===== src/rtl/scard_pkg.sv =====
`timescale 1ns/1ps
package scard_pkg;
  typedef enum logic [2:0] {
    RA_CTRL   = 3'd0,
    RA_LEN    = 3'd1,
    RA_DIV    = 3'd2,
    RA_STAT   = 3'd3,
    RA_TXPUSH = 3'd4,
    RA_RXDATA = 3'd5
  } reg_addr_e;

  localparam int CTRL_W  = 6;
  localparam int CB_TX   = 0;
  localparam int CB_HOLD = 1;
  localparam int CB_LVL  = 2;
  localparam int CB_SWIO = 3;
  localparam int CB_SWOE = 4;
  localparam int CB_ACK  = 5;

  localparam logic [CTRL_W-1:0] CTRL_RESET = 6'b000110;

  localparam int SLOT_W = 4;
  localparam logic [SLOT_W-1:0] ACK_SLOT = 4'd8;
endpackage


===== src/rtl/scard_clkgen.sv =====
`timescale 1ns/1ps
module scard_clkgen #(
  parameter int DIV_W = 8
) (
  input  logic             clk,
  input  logic             rst,
  input  logic             hold,
  input  logic             hold_lvl,
  input  logic [DIV_W-1:0] half_m1,
  output logic             card_clk,
  output logic             rise_p,
  output logic             fall_p
);
  logic [DIV_W-1:0] cnt;

  always_ff @(posedge clk) begin
    if (rst) begin
      card_clk <= 1'b1;
      cnt      <= '0;
      rise_p   <= 1'b0;
      fall_p   <= 1'b0;
    end else begin
      rise_p <= 1'b0;
      fall_p <= 1'b0;
      if (hold) begin
        card_clk <= hold_lvl;
        cnt      <= '0;
      end else if (cnt == half_m1) begin
        cnt      <= '0;
        card_clk <= ~card_clk;
        rise_p   <= ~card_clk;
        fall_p   <= card_clk;
      end else begin
        cnt <= cnt + 1'b1;
      end
    end
  end
endmodule


===== src/rtl/scard_txfifo.sv =====
`timescale 1ns/1ps
module scard_txfifo #(
  parameter int W     = 8,
  parameter int DEPTH = 4
) (
  input  logic         clk,
  input  logic         rst,
  input  logic         push,
  input  logic [W-1:0] wdata,
  input  logic         pop,
  output logic [W-1:0] rdata,
  output logic         empty,
  output logic         full
);
  localparam int AW = (DEPTH > 1) ? $clog2(DEPTH) : 1;
  localparam logic [AW-1:0] LAST = AW'(DEPTH - 1);

  logic [W-1:0] mem [DEPTH];
  logic [AW-1:0] wptr, rptr;
  logic [AW:0]   level;
  logic          do_push, do_pop;

  assign empty   = (level == '0);
  assign full    = (level == (AW+1)'(DEPTH));
  assign do_push = push && !full;
  assign do_pop  = pop && !empty;

  always_ff @(posedge clk) begin
    if (do_push) mem[wptr] <= wdata;
    if (do_pop)  rdata     <= mem[rptr];
  end

  always_ff @(posedge clk) begin
    if (rst) begin
      wptr  <= '0;
      rptr  <= '0;
      level <= '0;
    end else begin
      if (do_push) wptr <= (wptr == LAST) ? '0 : wptr + 1'b1;
      if (do_pop)  rptr <= (rptr == LAST) ? '0 : rptr + 1'b1;
      case ({do_push, do_pop})
        2'b10:   level <= level + 1'b1;
        2'b01:   level <= level - 1'b1;
        default: level <= level;
      endcase
    end
  end
endmodule


===== src/rtl/scard_bitengine.sv =====
`timescale 1ns/1ps
module scard_bitengine
  import scard_pkg::*;
#(
  parameter int LEN_W = 5,
  parameter int BW    = 8
) (
  input  logic             clk,
  input  logic             rst,
  input  logic             tx_sel,
  input  logic             ack_mode,
  input  logic             sw_io,
  input  logic             sw_oe,
  input  logic [LEN_W-1:0] frame_len,
  input  logic             reload,
  input  logic             rise_p,
  input  logic             fall_p,
  input  logic             fifo_empty,
  input  logic [BW-1:0]    fifo_rdata,
  input  logic             io_i,
  output logic             fifo_pop,
  output logic             io_o,
  output logic             io_oe,
  output logic             at_term,
  output logic             done_p,
  output logic             underrun_p,
  output logic [BW-1:0]    rx_byte,
  output logic             rx_p,
  output logic             ack_bit,
  output logic             ack_p
);
  localparam int TBW = (BW > 1) ? $clog2(BW) : 1;
  localparam logic [TBW-1:0] BIT_LAST = TBW'(BW - 1);

  logic [LEN_W-1:0]  cnt, cnt_inc;
  logic              fresh;
  logic [SLOT_W-1:0] slot, nslot;
  logic [BW-1:0]     tsh, rsh;
  logic [TBW-1:0]    tbits, rbits;
  logic              tfull, pop_pend;
  logic              io_data;
  logic              at_start, sw_drive, in_ack, data_pos;
  logic              advance, count;
  logic              nxt_o, nxt_oe;

  assign cnt_inc  = cnt + 1'b1;
  assign at_term  = (cnt == frame_len);
  assign at_start = (cnt == '0) && fresh;
  assign sw_drive = tx_sel && (at_term || at_start);
  assign in_ack   = ack_mode && !fresh && (slot == ACK_SLOT);
  assign nslot    = (fresh || slot == ACK_SLOT) ? '0 : slot + 1'b1;
  assign data_pos = !(ack_mode && nslot == ACK_SLOT);
  assign advance  = fall_p && !at_term;
  assign count    = rise_p && !at_term && !fresh;
  assign fifo_pop = !tfull && !pop_pend && !fifo_empty;

  always_comb begin
    if (sw_drive || in_ack) begin
      nxt_o  = sw_io;
      nxt_oe = sw_oe;
    end else if (tx_sel) begin
      nxt_o  = io_data;
      nxt_oe = 1'b1;
    end else begin
      nxt_o  = 1'b1;
      nxt_oe = 1'b0;
    end
  end

  // Pin registers
  always_ff @(posedge clk) begin
    if (rst) begin
      io_o  <= 1'b1;
      io_oe <= 1'b0;
    end else begin
      io_o  <= nxt_o;
      io_oe <= nxt_oe;
    end
  end

  // Transmit path: prefetch from the FIFO, present on falling edges
  always_ff @(posedge clk) begin
    if (rst) begin
      tsh        <= '0;
      tbits      <= '0;
      tfull      <= 1'b0;
      pop_pend   <= 1'b0;
      io_data    <= 1'b1;
      underrun_p <= 1'b0;
    end else begin
      underrun_p <= 1'b0;
      pop_pend   <= fifo_pop;
      if (pop_pend) begin
        tsh   <= fifo_rdata;
        tbits <= '0;
        tfull <= 1'b1;
      end
      if (advance && tx_sel && data_pos) begin
        if (tfull) begin
          io_data <= tsh[BW-1];
          tsh     <= tsh << 1;
          tbits   <= tbits + 1'b1;
          if (tbits == BIT_LAST) tfull <= 1'b0;
        end else begin
          underrun_p <= 1'b1;
        end
      end
    end
  end

  // Frame counter, slot tracking and receive path
  always_ff @(posedge clk) begin
    if (rst) begin
      cnt     <= '0;
      fresh   <= 1'b1;
      slot    <= '0;
      rsh     <= '0;
      rbits   <= '0;
      rx_byte <= '0;
      rx_p    <= 1'b0;
      done_p  <= 1'b0;
      ack_bit <= 1'b0;
      ack_p   <= 1'b0;
    end else begin
      rx_p   <= 1'b0;
      done_p <= 1'b0;
      ack_p  <= 1'b0;
      if (advance) begin
        fresh <= 1'b0;
        slot  <= nslot;
      end
      if (count) begin
        cnt    <= cnt_inc;
        done_p <= (cnt_inc == frame_len);
        if (ack_mode && slot == ACK_SLOT) begin
          ack_bit <= io_i;
          ack_p   <= 1'b1;
        end else if (!tx_sel) begin
          rsh <= {rsh[BW-2:0], io_i};
          if (rbits == BIT_LAST) begin
            rbits   <= '0;
            rx_byte <= {rsh[BW-2:0], io_i};
            rx_p    <= 1'b1;
          end else begin
            rbits <= rbits + 1'b1;
          end
        end
      end
      if (reload) begin
        cnt   <= '0;
        fresh <= 1'b1;
        slot  <= '0;
        rbits <= '0;
      end
    end
  end
endmodule


===== src/rtl/sync_card_framer.sv =====
`timescale 1ns/1ps
module sync_card_framer
  import scard_pkg::*;
#(
  parameter int DIV_W      = 8,
  parameter int LEN_W      = 5,
  parameter int FIFO_DEPTH = 4,
  parameter int BYTE_W     = 8
) (
  input  logic              clk,
  input  logic              rst,
  input  logic              reg_wr,
  input  logic [2:0]        reg_addr,
  input  logic [BYTE_W-1:0] reg_wdata,
  output logic [BYTE_W-1:0] reg_rdata,
  output logic              irq,
  output logic              card_clk,
  output logic              card_io_o,
  output logic              card_io_oe,
  input  logic              card_io_i
);
  logic [CTRL_W-1:0] ctrl_q;
  logic [LEN_W-1:0]  len_q;
  logic [DIV_W-1:0]  div_q;
  logic              done_q, undr_q, rxf_q, ack_s_q;
  logic [BYTE_W-1:0] rxd_q;

  logic wr_ctrl, wr_len, wr_div, wr_stat, wr_push;
  logic rise_p, fall_p;
  logic fifo_pop, fifo_empty, fifo_full;
  logic [BYTE_W-1:0] fifo_rdata, rx_byte;
  logic at_term, done_p, underrun_p, rx_p, ack_bit, ack_p;

  assign wr_ctrl = reg_wr && (reg_addr_e'(reg_addr) == RA_CTRL);
  assign wr_len  = reg_wr && (reg_addr_e'(reg_addr) == RA_LEN);
  assign wr_div  = reg_wr && (reg_addr_e'(reg_addr) == RA_DIV);
  assign wr_stat = reg_wr && (reg_addr_e'(reg_addr) == RA_STAT);
  assign wr_push = reg_wr && (reg_addr_e'(reg_addr) == RA_TXPUSH);
  assign irq     = done_q;

  always_ff @(posedge clk) begin
    if (rst) begin
      ctrl_q  <= CTRL_RESET;
      len_q   <= '0;
      div_q   <= DIV_W'(3);
      done_q  <= 1'b0;
      undr_q  <= 1'b0;
      rxf_q   <= 1'b0;
      ack_s_q <= 1'b0;
      rxd_q   <= '0;
    end else begin
      if (wr_ctrl) ctrl_q <= reg_wdata[CTRL_W-1:0];
      if (wr_len)  len_q  <= reg_wdata[LEN_W-1:0];
      if (wr_div)  div_q  <= reg_wdata[DIV_W-1:0];
      if (done_p)                       done_q <= 1'b1;
      else if (wr_stat && reg_wdata[0]) done_q <= 1'b0;
      if (underrun_p)                   undr_q <= 1'b1;
      else if (wr_stat && reg_wdata[1]) undr_q <= 1'b0;
      if (rx_p)                         rxf_q  <= 1'b1;
      else if (wr_stat && reg_wdata[2]) rxf_q  <= 1'b0;
      if (rx_p)  rxd_q   <= rx_byte;
      if (ack_p) ack_s_q <= ack_bit;
    end
  end

  always_ff @(posedge clk) begin
    if (rst) begin
      reg_rdata <= '0;
    end else begin
      case (reg_addr_e'(reg_addr))
        RA_CTRL:   reg_rdata <= BYTE_W'(ctrl_q);
        RA_LEN:    reg_rdata <= BYTE_W'(len_q);
        RA_DIV:    reg_rdata <= BYTE_W'(div_q);
        RA_STAT:   reg_rdata <= BYTE_W'({ack_s_q, rxf_q, undr_q, done_q});
        RA_RXDATA: reg_rdata <= rxd_q;
        default:   reg_rdata <= '0;
      endcase
    end
  end

  scard_clkgen #(.DIV_W(DIV_W)) u_clkgen (
    .clk      (clk),
    .rst      (rst),
    .hold     (ctrl_q[CB_HOLD]),
    .hold_lvl (ctrl_q[CB_LVL]),
    .half_m1  (div_q),
    .card_clk (card_clk),
    .rise_p   (rise_p),
    .fall_p   (fall_p)
  );

  scard_txfifo #(.W(BYTE_W), .DEPTH(FIFO_DEPTH)) u_txfifo (
    .clk   (clk),
    .rst   (rst),
    .push  (wr_push),
    .wdata (reg_wdata),
    .pop   (fifo_pop),
    .rdata (fifo_rdata),
    .empty (fifo_empty),
    .full  (fifo_full)
  );

  scard_bitengine #(.LEN_W(LEN_W), .BW(BYTE_W)) u_engine (
    .clk        (clk),
    .rst        (rst),
    .tx_sel     (ctrl_q[CB_TX]),
    .ack_mode   (ctrl_q[CB_ACK]),
    .sw_io      (ctrl_q[CB_SWIO]),
    .sw_oe      (ctrl_q[CB_SWOE]),
    .frame_len  (len_q),
    .reload     (wr_len),
    .rise_p     (rise_p),
    .fall_p     (fall_p),
    .fifo_empty (fifo_empty),
    .fifo_rdata (fifo_rdata),
    .io_i       (card_io_i),
    .fifo_pop   (fifo_pop),
    .io_o       (card_io_o),
    .io_oe      (card_io_oe),
    .at_term    (at_term),
    .done_p     (done_p),
    .underrun_p (underrun_p),
    .rx_byte    (rx_byte),
    .rx_p       (rx_p),
    .ack_bit    (ack_bit),
    .ack_p      (ack_p)
  );
endmodule


===== config.mk =====
export PLATFORM = sky130hd
export DESIGN_NAME = sync_card_framer
export DESIGN_NICKNAME = d
export VERILOG_FILES = /design/src/rtl/scard_pkg.sv /design/src/rtl/scard_clkgen.sv /design/src/rtl/scard_txfifo.sv /design/src/rtl/scard_bitengine.sv /design/src/rtl/sync_card_framer.sv
export SDC_FILE = /design/constraint.sdc
export NUM_CORES = 1
export LEC_CHECK = 0
export ABC_AREA = 1
export CORE_AREA = 4 4 129 131
export DETAILED_ROUTE_END_ITERATION = 7
export DIE_AREA = 0 0 133 135
export PLACE_DENSITY_LB_ADDON = 0.1
export SLEW_MARGIN = 20
export SYNTH_ARGS = -nofsm -noshare
export SYNTH_HDL_FRONTEND = slang
export SYNTH_SLANG_ARGS = --single-unit

===== constraint.sdc =====
create_clock -name clk -period 4.9 [get_ports clk]
set_input_delay 0.735 -clock clk [delete_from_list [all_inputs] [get_ports clk]]
set_output_delay 0.735 -clock clk [all_outputs]
set_load 0.02 [all_outputs]

==> results.md, run 1 <==
- The flow ran to the end, and the final reports show no timing, DRC or antenna violations.
- For this configuration, the core starts out at a cell density of 39.41%.
- At the worst endpoint, the arrival time is 2.95 ns.
- In this run the remaining antenna-violating nets after routing total 0.
- Synthesis produced a netlist whose cell count is 722.
- After floorplanning, the core was sized to cover 15600 um2.
- For this run, the top clock speed supported by timing is 0.3771 GHz.
- The die covers 17960 um2.
- For this design the top-level I/O count stands at 27.
- The post-CTS setup-driven buffer insertion count is 0.
- After clock tree synthesis, the flow added hold-fix buffers numbering 0.
- The number of antenna diodes in the final layout is 0.
- The synthesized flop and latch total is 146.
- Excluding fillers, the count of instances in the completed layout stands at 976.
- The final critical-path setup slack is 2.248 ns.
- TritonCTS built the clock tree.
- The total global-route track usage is 16.82%.
- The detailed-route wire length is 14.57 mm.
- The via count of the routed design is 4830.
- The maximum VDD drop is 0.2694 mV.
- Measured against its own limit, the worst slew margin works out to 42.77%.
- Of the total power, registers draw 45.4%.
- At the end of routability-driven placement, the weighted congestion stood at 0.8259.
- The count of placed standard cells including taps is 944.
- The overall die height is 135 um.
- The pre-CTS worst setup slack is 1.858 ns.
- The initialized floorplan defines 46 standard-cell rows.
- The worst hold slack after final layout is 0.4390 ns.
- The clock period could shrink to 2.652 ns.
- The detailed router finished its first iteration with 268 violations.
- The net count of the finished layout is 778.
- Summed over all cells, the static leakage comes to 2.706 nW.
- The total clock buffers created by CTS is 17.
- The initial antenna violation count was 0.
- The kind of start point of the critical path is an input pin.
- The cell area after synthesis is 6147 um2.
- Counting along the longest clock path gives a buffer depth of 2.
- The required time at the endpoint of the critical path is 5.20 ns.
- After filler insertion, the fill cell instance count of the layout stands at 1526.
- The average instance area after synthesis is 8.514 um2.
- After global routing the overflow that remains totals 0.
- For this design, the sink count on the clock tree is 146.
- The area of the multi-input gates is 2420 um2.
- The maximum number of pins on one net before global-route repair is 49.
- After layout, the worst path uses 54.12% of the clock period.
- Setup repair after global routing left no endpoint under its margin.
- The worst setup path is captured at a flip-flop.
- The worst-skew pair later-pin latency is 0.41 ns.
- After synthesis, flip-flops and latches occupy 54.06% of the total area.
- The final number of max-transition violations came to 0.
- The clock skew is 0.007430 ns.
- The number of failing hold endpoints at the final stage came to 0.
- The number of levels the H-tree was split into is 4.
- The overall power consumption is 3.120 mW.
- Port buffering added 26 buffers.
- Clock-pin slew was measured on the worst setup and hold paths at 0.06 ns.
- Synthesis produced a netlist with a net count of 753.
- Along the worst path, the maximum fanout reaches 9.
- The total number of yosys warnings is 0.
- The first-pass GRT wire length is 23.87 mm.
- The number of global-route vias before repair is 4689.
- The part of the power in combinational logic is 12.0%.
- The number of endpoints failing setup at the final stage is 0.
- The number of different library cells in the post-synthesis netlist is 35.
- The clock root buffer is clkbuf_16.
- In this run, post-CTS repair resized a total of 0 instances.
- From synthesis to final layout, the design area changed by 17.30%.
- The worst hold path belongs to the class flip-flop to flip-flop.
- The HPWL reported at the end of detailed placement is 10.31 mm.
- Net switching is 26.47% of the power.
- After detailed routing, the average wire length per cell comes to 14.93 um.
- For this run, the detailed router's first-pass iteration total came to 7.
- The internal power of the cells totals 2.294 mW.
- The number of max-cap violations is 0.
- After detailed routing, the number of remaining DRC violations is 0.
- The slew of the pin with the lowest slew margin is 0.8553 ns.
- The width of the chip is 133 um.
- Cells with a size suffix above 1 make up 5.921% of the layout.
- For this design the ratio of total power to cell area is 432.6 nW/um2.
- The net switching power is 0.8259 mW.
- Across the whole layout, storage elements account for 3323 um2.
- The clock power share is 42.6%.
- The ratio of routed vias to standard cells is 4.949.
- For the final routed database, the setup TNS stands at 0 ns.
- By startpoint and endpoint, the worst setup path is classified as input pin to flip-flop.
==> flip-flops by register name, summed over array words and instances, names as in the netlist, 2 cells and up <==
signal and count:
u_txfifo.mem 32, div_q 8, reg_rdata 8, rxd_q 8
u_clkgen.cnt 8, u_engine.rx_byte 8, u_engine.tsh 8, u_txfifo.rdata 8
u_engine.rsh 7, ctrl_q 6, len_q 5, u_engine.cnt 5
u_engine.slot 4, u_engine.rbits 3, u_engine.tbits 3, u_txfifo.level 3
u_txfifo.rptr 2, u_txfifo.wptr 2
==> cell usage in the layout, fill, tap and decap left out, types with 3 or more instances in the layout <==
master             n
o21ai_0           89
edfxtp_1          40
dfxtp_1          106
nand4_1            6
xor2_1             9
nor4_1             3
clkbuf_16         19
nor2_1            95
xnor2_1           10
inv_2              3
clkdlybuf4s50_1   26
nand2_1          114
clkinv_2           4
a21oi_1           59
inv_1             76
o211ai_1           4
nand3_1           30
o22ai_1           14
ha_1              15
a211oi_1           7
==> final cells by class <==
type | instances | area share [%]
inverters | 81 | 4.217
well taps | 216 | 3.748
repair buffers | 28 | 3.817
clock inverters | 11 | 1.718
flip-flops and latches | 146 | 46.09
multi-input cells | 473 | 33.56
clock buffers | 21 | 6.854
==> kinds of logic after synthesis <==
logic type / count (synthesis) / share of synthesized area, %
adders and majority gates: 16 / 3.379
AOI/OAI and AO/OA: 179 / 15.45
buffers and inverters: 103 / 6.574
xor gates and xnor gates: 19 / 2.707
DFF: 146 / 54.06
and+or+nand+nor: 259 / 17.83
==> metrics by stage <==
| stage | utilization, % | area [um2] |
|---|---|---|
| after floorplan | - | 6147 |
| after global placement | 42.27 | 6593 |
| after detailed placement | 42.27 | 6593 |
| after CTS | 46.23 | 7211 |
| after global routing | 46.23 | 7211 |
| final | 46.23 | 7211 |
==> power by group through the flow <==
stage	Clock [mW]	Sequential (mW)	Combinational, mW
2_1_floorplan	0	1.40	0.298
3_3_place_gp	0	1.44	0.356
3_5_place_dp	0	1.44	0.371
4_1_cts	1.36	1.42	0.374
5_1_grt	1.41	1.43	0.434
6_report	1.33	1.42	0.374
==> critical path, stage by stage <==
cell	delay, ns
clkdlybuf4s50_1	0.58
nor2_1	0.10
nand4_1	0.35
ha_1	0.23
inv_1	0.07
fa_1	0.38
a21oi_1	0.16
o21ai_0	0.12
o21ai_0	0.18
a21oi_1	0.06
==> metal layers <==
| metal | global-route usage, % | routed length, um | vias up |
|---|---|---|---|
| met5 | 0 | 0 | - |
| met4 | 5.889 | 193 | 0 |
| met3 | 3.800 | 516 | 17 |
| met2 | 27.03 | 6844 | 89 |
| met1 | 22.43 | 7018 | 2265 |
| li1 | - | - | 2459 |
==> cells in the mapped netlist <==
library cell	instances	area, um2
buf_4	1	7.510
clkinv_1	2	7.510
nor2_1	95	356.6
nor2_4	2	22.52
edfxtp_1	40	1201
nor3_1	2	10.01
dfxtp_1	106	2122
o21ai_0	89	445.4
nand3_1	30	150.1
xor2_1	9	78.83
nand3_4	2	35.03
a31oi_1	1	6.260
nand4_1	6	37.54
nand2_4	1	11.26
nor3b_1	1	7.510
o21ai_1	2	10.01
inv_2	3	11.26
buf_2	4	20.02
a211oi_1	7	52.55
o31ai_1	1	7.510
o22ai_1	14	87.58
or2_2	2	12.51
clkbuf_1	15	56.30
nand2_2	1	6.260
buf_6	1	11.26
ha_1	15	187.7
nor4_1	3	18.77
nand2_1	114	427.9
a21oi_1	59	295.3
xnor2_1	10	87.58
o211ai_1	4	30.03
a22oi_1	2	15.01
clkbuf_2	1	5.000
fa_1	1	20.02
inv_1	76	285.3
==> worst paths after layout <==
kind,startpoint,end,slack (ns),depth (start not counted)
setup / recovery,reg_addr[0],u_txfifo.level[2],2.25,10
hold / removal,u_engine.ack_p,ack_s_q,0.44,1
hold reg to reg,u_engine.ack_p,ack_s_q,0.44,1
setup reg to reg,u_engine.pop_pend,u_txfifo.level[2],2.39,10
Note: power is estimated with default switching activity, not from simulation.
==> run 2: changes to the inputs <==
==> constraint.sdc (replaced) <==
create_clock -name clk -period 2.5 [get_ports clk]
set_input_delay 0.375 -clock clk [delete_from_list [all_inputs] [get_ports clk]]
set_output_delay 0.375 -clock clk [all_outputs]
set_load 0.02 [all_outputs]
==> results.md, run 2 (synthesis gave the netlist of run 1 again) <==
- The count of hold buffers inserted by post-cts repair is 0 (unchanged).
- Result of the run: finished clean (unchanged).
- The critical path endpoint category is a flip-flop (unchanged).
- The logic depth of the worst register-to-register path was 9 (was 10).
- The cell type of the slowest stage on the worst timing path is o31ai_1 (was clkdlybuf4s50_1).
- Top library cells by usage in the layout, fill and taps aside: nand2_1, dfxtp_1, nor2_1 (unchanged).
- The placeable core region is 15600 um2 (unchanged).
- The worst-skew pair later-pin latency is 0.42 ns (was 0.41 ns).
- The via count of the routed design is 4819 (was 4830).
- The number of global-route vias before repair is 4633 (was 4689).
- The number of port buffers is 26 (unchanged).
- The headroom to the max-slew limit is 55.41% (was 42.77%).
- The width of the chip is 133 um (unchanged).
- The worst hold-check path type is flip-flop to flip-flop (unchanged).
- The final-stage net count is 792 (was 778).
- The number of design rule violations left after detail routing came to 0 (unchanged).
- The total clock buffers created by CTS came to 17 (unchanged).
- The total die area came to 17960 um2 (unchanged).
- The top-level port count was 27 (unchanged).
- The worst hold slack after final layout is 0.4334 ns (was 0.4390 ns).
- The register clock-pin slew on the reported worst setup and hold paths is 0.06 ns (about the same).
- The flip-flop count of the largest register, all copies and words added is 32 (unchanged).
- The logic depth of the worst setup path including buffers is 9 (was 10).
- The total cell area at the placement stage came to 6710 um2 (was 6593 um2).
- The final number of max-transition violations is 0 (unchanged).
- The number of buffer and inverter instances along the worst setup path is 2 (unchanged).
- The count of placed standard cells including taps is 958 (was 944).
- The maximum number of pins on one net before global-route repair was 40 (was 49).
- The final critical-path setup slack was 0.4307 ns (was 2.248 ns).
- The kind of start point of the critical path was a flip-flop (was input pin).
- The global-route layer with the greatest usage is met2 (unchanged).
- The global-route met2 utilization is 26.52% (was 27.03%).
- The number of endpoints failing setup at the final stage is 0 (unchanged).
- The iteration-0 DRC count of the detailed router was 364 (was 268).
- The number of sinks driven by the clock tree is 146 (unchanged).
- The summed area of non-filler cells in the final layout is 7320 um2 (was 7211 um2).
- The clock skew is 0.007259 ns (was 0.007430 ns).
- The detailed-route wire length is 14.35 mm (was 14.57 mm).
- Critical-path cell list: o31ai_1 -> inv_1 -> ha_1 -> inv_1 -> fa_1 -> a21oi_1 -> o21ai_0 -> o21ai_0 -> a21oi_1 (was clkdlybuf4s50_1 -> nor2_1 -> nand4_1 -> ha_1 -> inv_1 -> fa_1 -> a21oi_1 -> o21ai_0 -> o21ai_0 -> a21oi_1).
- The initial antenna violation count was 0 (unchanged).
- The starting density of the core came to 39.41% (unchanged).
- The met1 track utilization from global routing is 22.43% (about the same).
- In the finished design, the share of the clock period the worst path needs comes to 82.77%.
- The count of antenna-violating nets left after detailed routing is 0 (unchanged).
- The placement row count is 46 (unchanged).
- The overall die height is 135 um (unchanged).
- The data arrival time of the worst path is 2.42 ns (was 2.95 ns).
- The maximum number of buffers from clock root to sink was 2 (unchanged).
- The first-pass GRT wire length was 23.54 mm (was 23.87 mm).
- The overflow left after global routing came to 0 (unchanged).
- The register with the most flip-flops is u_txfifo.mem (unchanged).
- The clock root buffer is clkbuf_16 (unchanged).
- The minimum clock period is 2.069 ns.
- The number of diodes added for antenna fixing is 0 (unchanged).
- The slew of the pin with the lowest slew margin came to 0.6632 ns (was 0.8553 ns).
- The setup total negative slack is 0 ns (unchanged).
- The maximum VDD drop is 0.4761 mV (was 0.2694 mV).
- The HPWL reported at the end of detailed placement was 10.23 mm (was 10.31 mm).
- Based on the critical path, the design can be clocked at up to 0.4832 GHz.
- The number of levels the H-tree was split into is 4 (unchanged).
- The delay contributed by the slowest stage of the critical path is 0.60 ns (was 0.58 ns).
- The total power per unit cell area is 839.8 nW/um2 (was 432.6 nW/um2).
- The cell count of the worst hold path was 1 (unchanged).
- The synthesis-to-finish area growth is 19.07% (was 17.30%).
- The standby leakage power was 2.775 nW (was 2.706 nW).
- The type of the worst setup path is flip-flop to flip-flop (was input pin to flip-flop).
- The number of cells upsized or downsized after cts is 0 (unchanged).
- The family with the most delay on the worst path is compound AO/OA/AOI/OAI gates (was buffers and inverters).
- The total iterations of the first detailed-routing run is 4 (was 7).
- The post-CTS setup-driven buffer insertion count is 0 (unchanged).
- The proportion of layout cells with a drive suffix above 1 is 7.623% (was 5.921%).
- The detail-routed net length per standard cell is 14.49 um (was 14.93 um).
- The final estimated routing congestion in global placement was 0.8552 (was 0.8259).
- The ratio of routed vias to standard cells is 4.868 (was 4.949).
- RSZ-0062 raised after global routing: no (unchanged).
- The required time at the endpoint of the critical path was 2.85 ns (was 5.20 ns).
- The total global-route track usage is 16.60% (was 16.82%).
- The highest fanout seen on the critical path was 6 (was 9).
- The global-route track usage on met3 came to 3.987% (was 3.800%).
- The CTS tree is done (unchanged).
- The number of failing hold endpoints at the final stage came to 0 (unchanged).
- The number of cells in the finished layout apart from fillers is 990 (was 976).
- The pre-CTS worst setup slack is 0.2002 ns (was 1.858 ns).
- The commonest non-fill, non-tap cell in the layout is nand2_1 (unchanged).
- The number of max-cap violations is 0 (unchanged).
[run 2: cell types whose count changed in the layout (fill, tap and decap cells not counted), sizes merged]
cell / previous run / this run
clkinv: 8 / 6
inv: 80 / 84
clkbuf: 21 / 19
buf: 2 / 16
[run 2: where the power goes]
part           internal (mW)  leakage (nW)  switching, mW
combinational          0.283          1.26          0.555
clock                   1.57         0.296           1.03
sequential              2.63          1.22         0.0822
total                   4.48          2.78           1.66
[run 2: layout make-up]
cell class              count  area (um2)
multi-input cells         473        2420
fillers                  1519        8278
inverters                  81       304.0
well taps                 216       270.3
clock inverters            13       145.1
clock buffers              19       464.2
flip-flops and latches    146        3323
repair buffers             42       392.9
[run 2: path summary, 6_finish.rpt]
kind / to / from / slack (ns)
min: ack_s_q / u_engine.ack_p / 0.43
max reg2reg: u_txfifo.level[2] / u_txfifo.level[0] / 0.43
min reg2reg: ack_s_q / u_engine.ack_p / 0.43
max: u_txfifo.level[2] / u_txfifo.level[0] / 0.43
[run 2: routing by layer]
layer / routed length, um / vias up
li1: - / 2481
met1: 7020 / 2248
met2: 6641 / 77
met3: 523 / 13
met4: 159 / 0
met5: 0 / -
[run 2: worst reg2reg max path, delay by kind of cell, from the launching register on]
kind            cells  cell delay [ns]
buf+inv             2             0.27
compound gates      5             0.99
fa+ha+maj           2             0.42
flops               1             0.33
[run 2: stage by stage]
step                      util [%]  total power [mW]
final                        46.93             6.147
after global routing         46.93             6.466
after CTS                    46.93             6.207
after detailed placement     43.02             3.613
after global placement       43.02             3.599
after floorplan                  -             3.323
==> run 3: changes to the inputs <==
==> constraint.sdc (replaced) <==
create_clock -name clk -period 1.75 [get_ports clk]
set_input_delay 0.2625 -clock clk [delete_from_list [all_inputs] [get_ports clk]]
set_output_delay 0.2625 -clock clk [all_outputs]
set_load 0.02 [all_outputs]
==> results.md, run 3 (synthesis gave the netlist of run 1 again) <==
- Result of the run: finished, violations left (was finished clean).
- The final reports fail on negative setup slack.
- The ratio of routed vias to standard cells is 4.909 (was 4.868).
- The pre-CTS worst setup slack is -0.3286 ns (was 0.2002 ns).
- The number of cells in the finished layout apart from fillers is 1020 (was 990).
- The slew of the pin with the lowest slew margin was 0.4823 ns (was 0.6632 ns).
- RSZ-0062 raised after global routing: yes (was no).
- The overall die height is 135 um (unchanged).
- The number of design rule violations left after detail routing is 0 (unchanged).
- The final estimated routing congestion in global placement is 0.8372 (was 0.8552).
- The number of port buffers was 26 (unchanged).
- The final clock period utilization by the worst path was 101.1% (was 82.77%).
- The highest fanout seen on the critical path is 2 (was 6).
- The register clock-pin slew on the reported worst setup and hold paths is 0.06 ns (about the same).
- The detail-routed net length per standard cell came to 14.42 um (was 14.49 um).
- The sum of routed wire segments on met1 is 6.862 mm (was 7.020 mm).
- The placement row count is 46 (unchanged).
- The uppermost metal layer occupied by signal nets was met4 (unchanged).
- The number of max-cap violations is 0 (unchanged).
- The maximum number of pins on one net before global-route repair is 38 (was 40).
- The CTS tree is done (unchanged).
- The detailed-route wire length is 14.71 mm (was 14.35 mm).
- The maximum number of buffers from clock root to sink is 2 (unchanged).
- The total die area came to 17960 um2 (unchanged).
- The starting density of the core is 39.41% (unchanged).
- The highest attainable clock frequency is 0.5651 GHz (was 0.4832 GHz).
- The width of the chip was 133 um (unchanged).
- The headroom to the max-slew limit is 67.75% (was 55.41%).
- The worst-skew pair later-pin latency is 0.42 ns (about the same).
- The placeable core region is 15600 um2 (unchanged).
- The minimum clock period is 1.770 ns (was 2.069 ns).
- The first-pass GRT wire length came to 24.00 mm (was 23.54 mm).
- The via count of the routed design is 5007 (was 4819).
- The count of hold buffers inserted by post-cts repair was 0 (unchanged).
- The total length of routed met3 wires is 506 um (was 523 um).
- The clock skew was 0.007685 ns (was 0.007259 ns).
- The final number of max-transition violations is 0 (unchanged).
- The synthesis-to-finish area growth was 24.38% (was 19.07%).
- The setup total negative slack is -0.01966 ns (was 0 ns).
- The total power per unit cell area is 1183 nW/um2 (was 839.8 nW/um2).
- The worst hold-check path type is flip-flop to flip-flop (unchanged).
- The kind of start point of the critical path is a flip-flop (unchanged).
- The final-stage net count is 822 (was 792).
- The iteration-0 DRC count of the detailed router was 257 (was 364).
- The number of diodes added for antenna fixing is 0 (unchanged).
- The number of levels the H-tree was split into came to 4 (unchanged).
- The HPWL reported at the end of detailed placement is 10.60 mm (was 10.23 mm).
- The number of global-route vias before repair is 4828 (was 4633).
- The number of sinks driven by the clock tree is 146 (unchanged).
- The commonest non-fill, non-tap cell in the layout is nand2_1 (unchanged).
- The required time at the endpoint of the critical path is 2.05 ns (was 2.85 ns).
- The top-level port count is 27 (unchanged).
- The total clock buffers created by CTS is 17 (unchanged).
- The total iterations of the first detailed-routing run came to 4 (unchanged).
- The initial antenna violation count came to 0 (unchanged).
- The type of the worst setup path is flip-flop to flip-flop (unchanged).
- The total global-route track usage is 16.92% (was 16.60%).
- Top library cells by usage in the layout, fill and taps aside: nand2_1, dfxtp_1, nor2_1 (unchanged).
- The final critical-path setup slack came to -0.01966 ns (was 0.4307 ns).
- The clock root buffer is clkbuf_16 (unchanged).
- The proportion of layout cells with a drive suffix above 1 is 13.56% (was 7.623%).
- The flip-flop count of the largest register, all copies and words added is 32 (unchanged).
- The overflow left after global routing is 0 (unchanged).
- The data arrival time of the worst path is 2.07 ns (was 2.42 ns).
- The critical path endpoint category is a flip-flop (unchanged).
- The count of placed standard cells including taps is 985 (was 958).
- The number of failing hold endpoints at the final stage is 0 (unchanged).
- The register with the most flip-flops is u_txfifo.mem (unchanged).
- The count of antenna-violating nets left after detailed routing is 0 (unchanged).
- The amount of wire on met2 after detailed routing is 7.091 mm (was 6.641 mm).
- The standby leakage power is 2.929 nW (was 2.775 nW).
- The number of endpoints failing setup at the final stage is 1 (was 0).
- The maximum VDD drop is 0.7202 mV (was 0.4761 mV).
## run 3: changes by cell type in the layout (fill, tap and decap cells not counted), sizes merged
| cell | previous run | this run |
|---|---|---|
| bufinv | 2 | 3 |
| clkinv | 6 | 8 |
| clkinvlp | 2 | 1 |
| clkbuf | 19 | 20 |
| inv | 84 | 81 |
| buf | 16 | 46 |
## run 3: routing by layer
layer | up-vias | GRT usage, %
met2 | 94 | 27.82
met3 | 19 | 3.875
met5 | - | 0
met1 | 2344 | 21.82
li1 | 2550 | -
met4 | 0 | 6.409
## run 3: cell type report
type	instances	area, um2
fillers	1521	7951
inverters	81	304.0
flip-flops and latches	146	3328
repair buffers	72	638.1
multi-input cells	473	2504
clock inverters	12	155.1
well taps	216	270.3
clock buffers	20	446.7
## run 3: path summary, 6_finish.rpt
path | startpoint | end | slack [ns] | cells past startpoint
max | u_txfifo.level[1] | u_txfifo.level[2] | -0.02 | 10
min | u_engine.ack_p | ack_s_q | 0.44 | 1
max reg2reg | u_txfifo.level[1] | u_txfifo.level[2] | -0.02 | 10
min reg2reg | u_engine.ack_p | ack_s_q | 0.44 | 1
## run 3: worst max-delay path, cell delays in order, from the launching register on
cell	delay, ns
dfxtp_2	0.32
inv_2	0.06
nand3_2	0.09
nand4_1	0.18
ha_4	0.16
inv_2	0.04
fa_2	0.36
a21oi_2	0.17
o21ai_2	0.08
o21ai_1	0.13
a21oi_1	0.06
## run 3: repair_timing
item	in CTS	in global routing
endpoints found under the setup margin	12	18
pin swaps	4	11
hold endpoints to repair	0	0
cloned	0	1
buffers inserted	1	1
resized for setup	5	18
## run 3: report_power, final
group	leakage [nW]	internal [mW]	total (mW)	switching (mW)
logic	1.41	0.574	1.47	0.892
clock network	0.292	2.28	3.69	1.41
registers	1.22	3.77	3.89	0.121
total	2.93	6.63	9.05	2.42
## run 3: through the flow
stage               instance area (um2)  hold slack (ns)  power (mW)  utilization (%)
finish                             7646           0.4442       9.047            49.02
global route                       7646           0.4639       9.481            49.02
CTS                                7589           0.4424       9.089            48.65
detailed placement                 6962           0.4324       5.366            44.63
global placement                   6962           0.4182       5.305            44.63
floorplan                          6200           0.3614       4.876                -
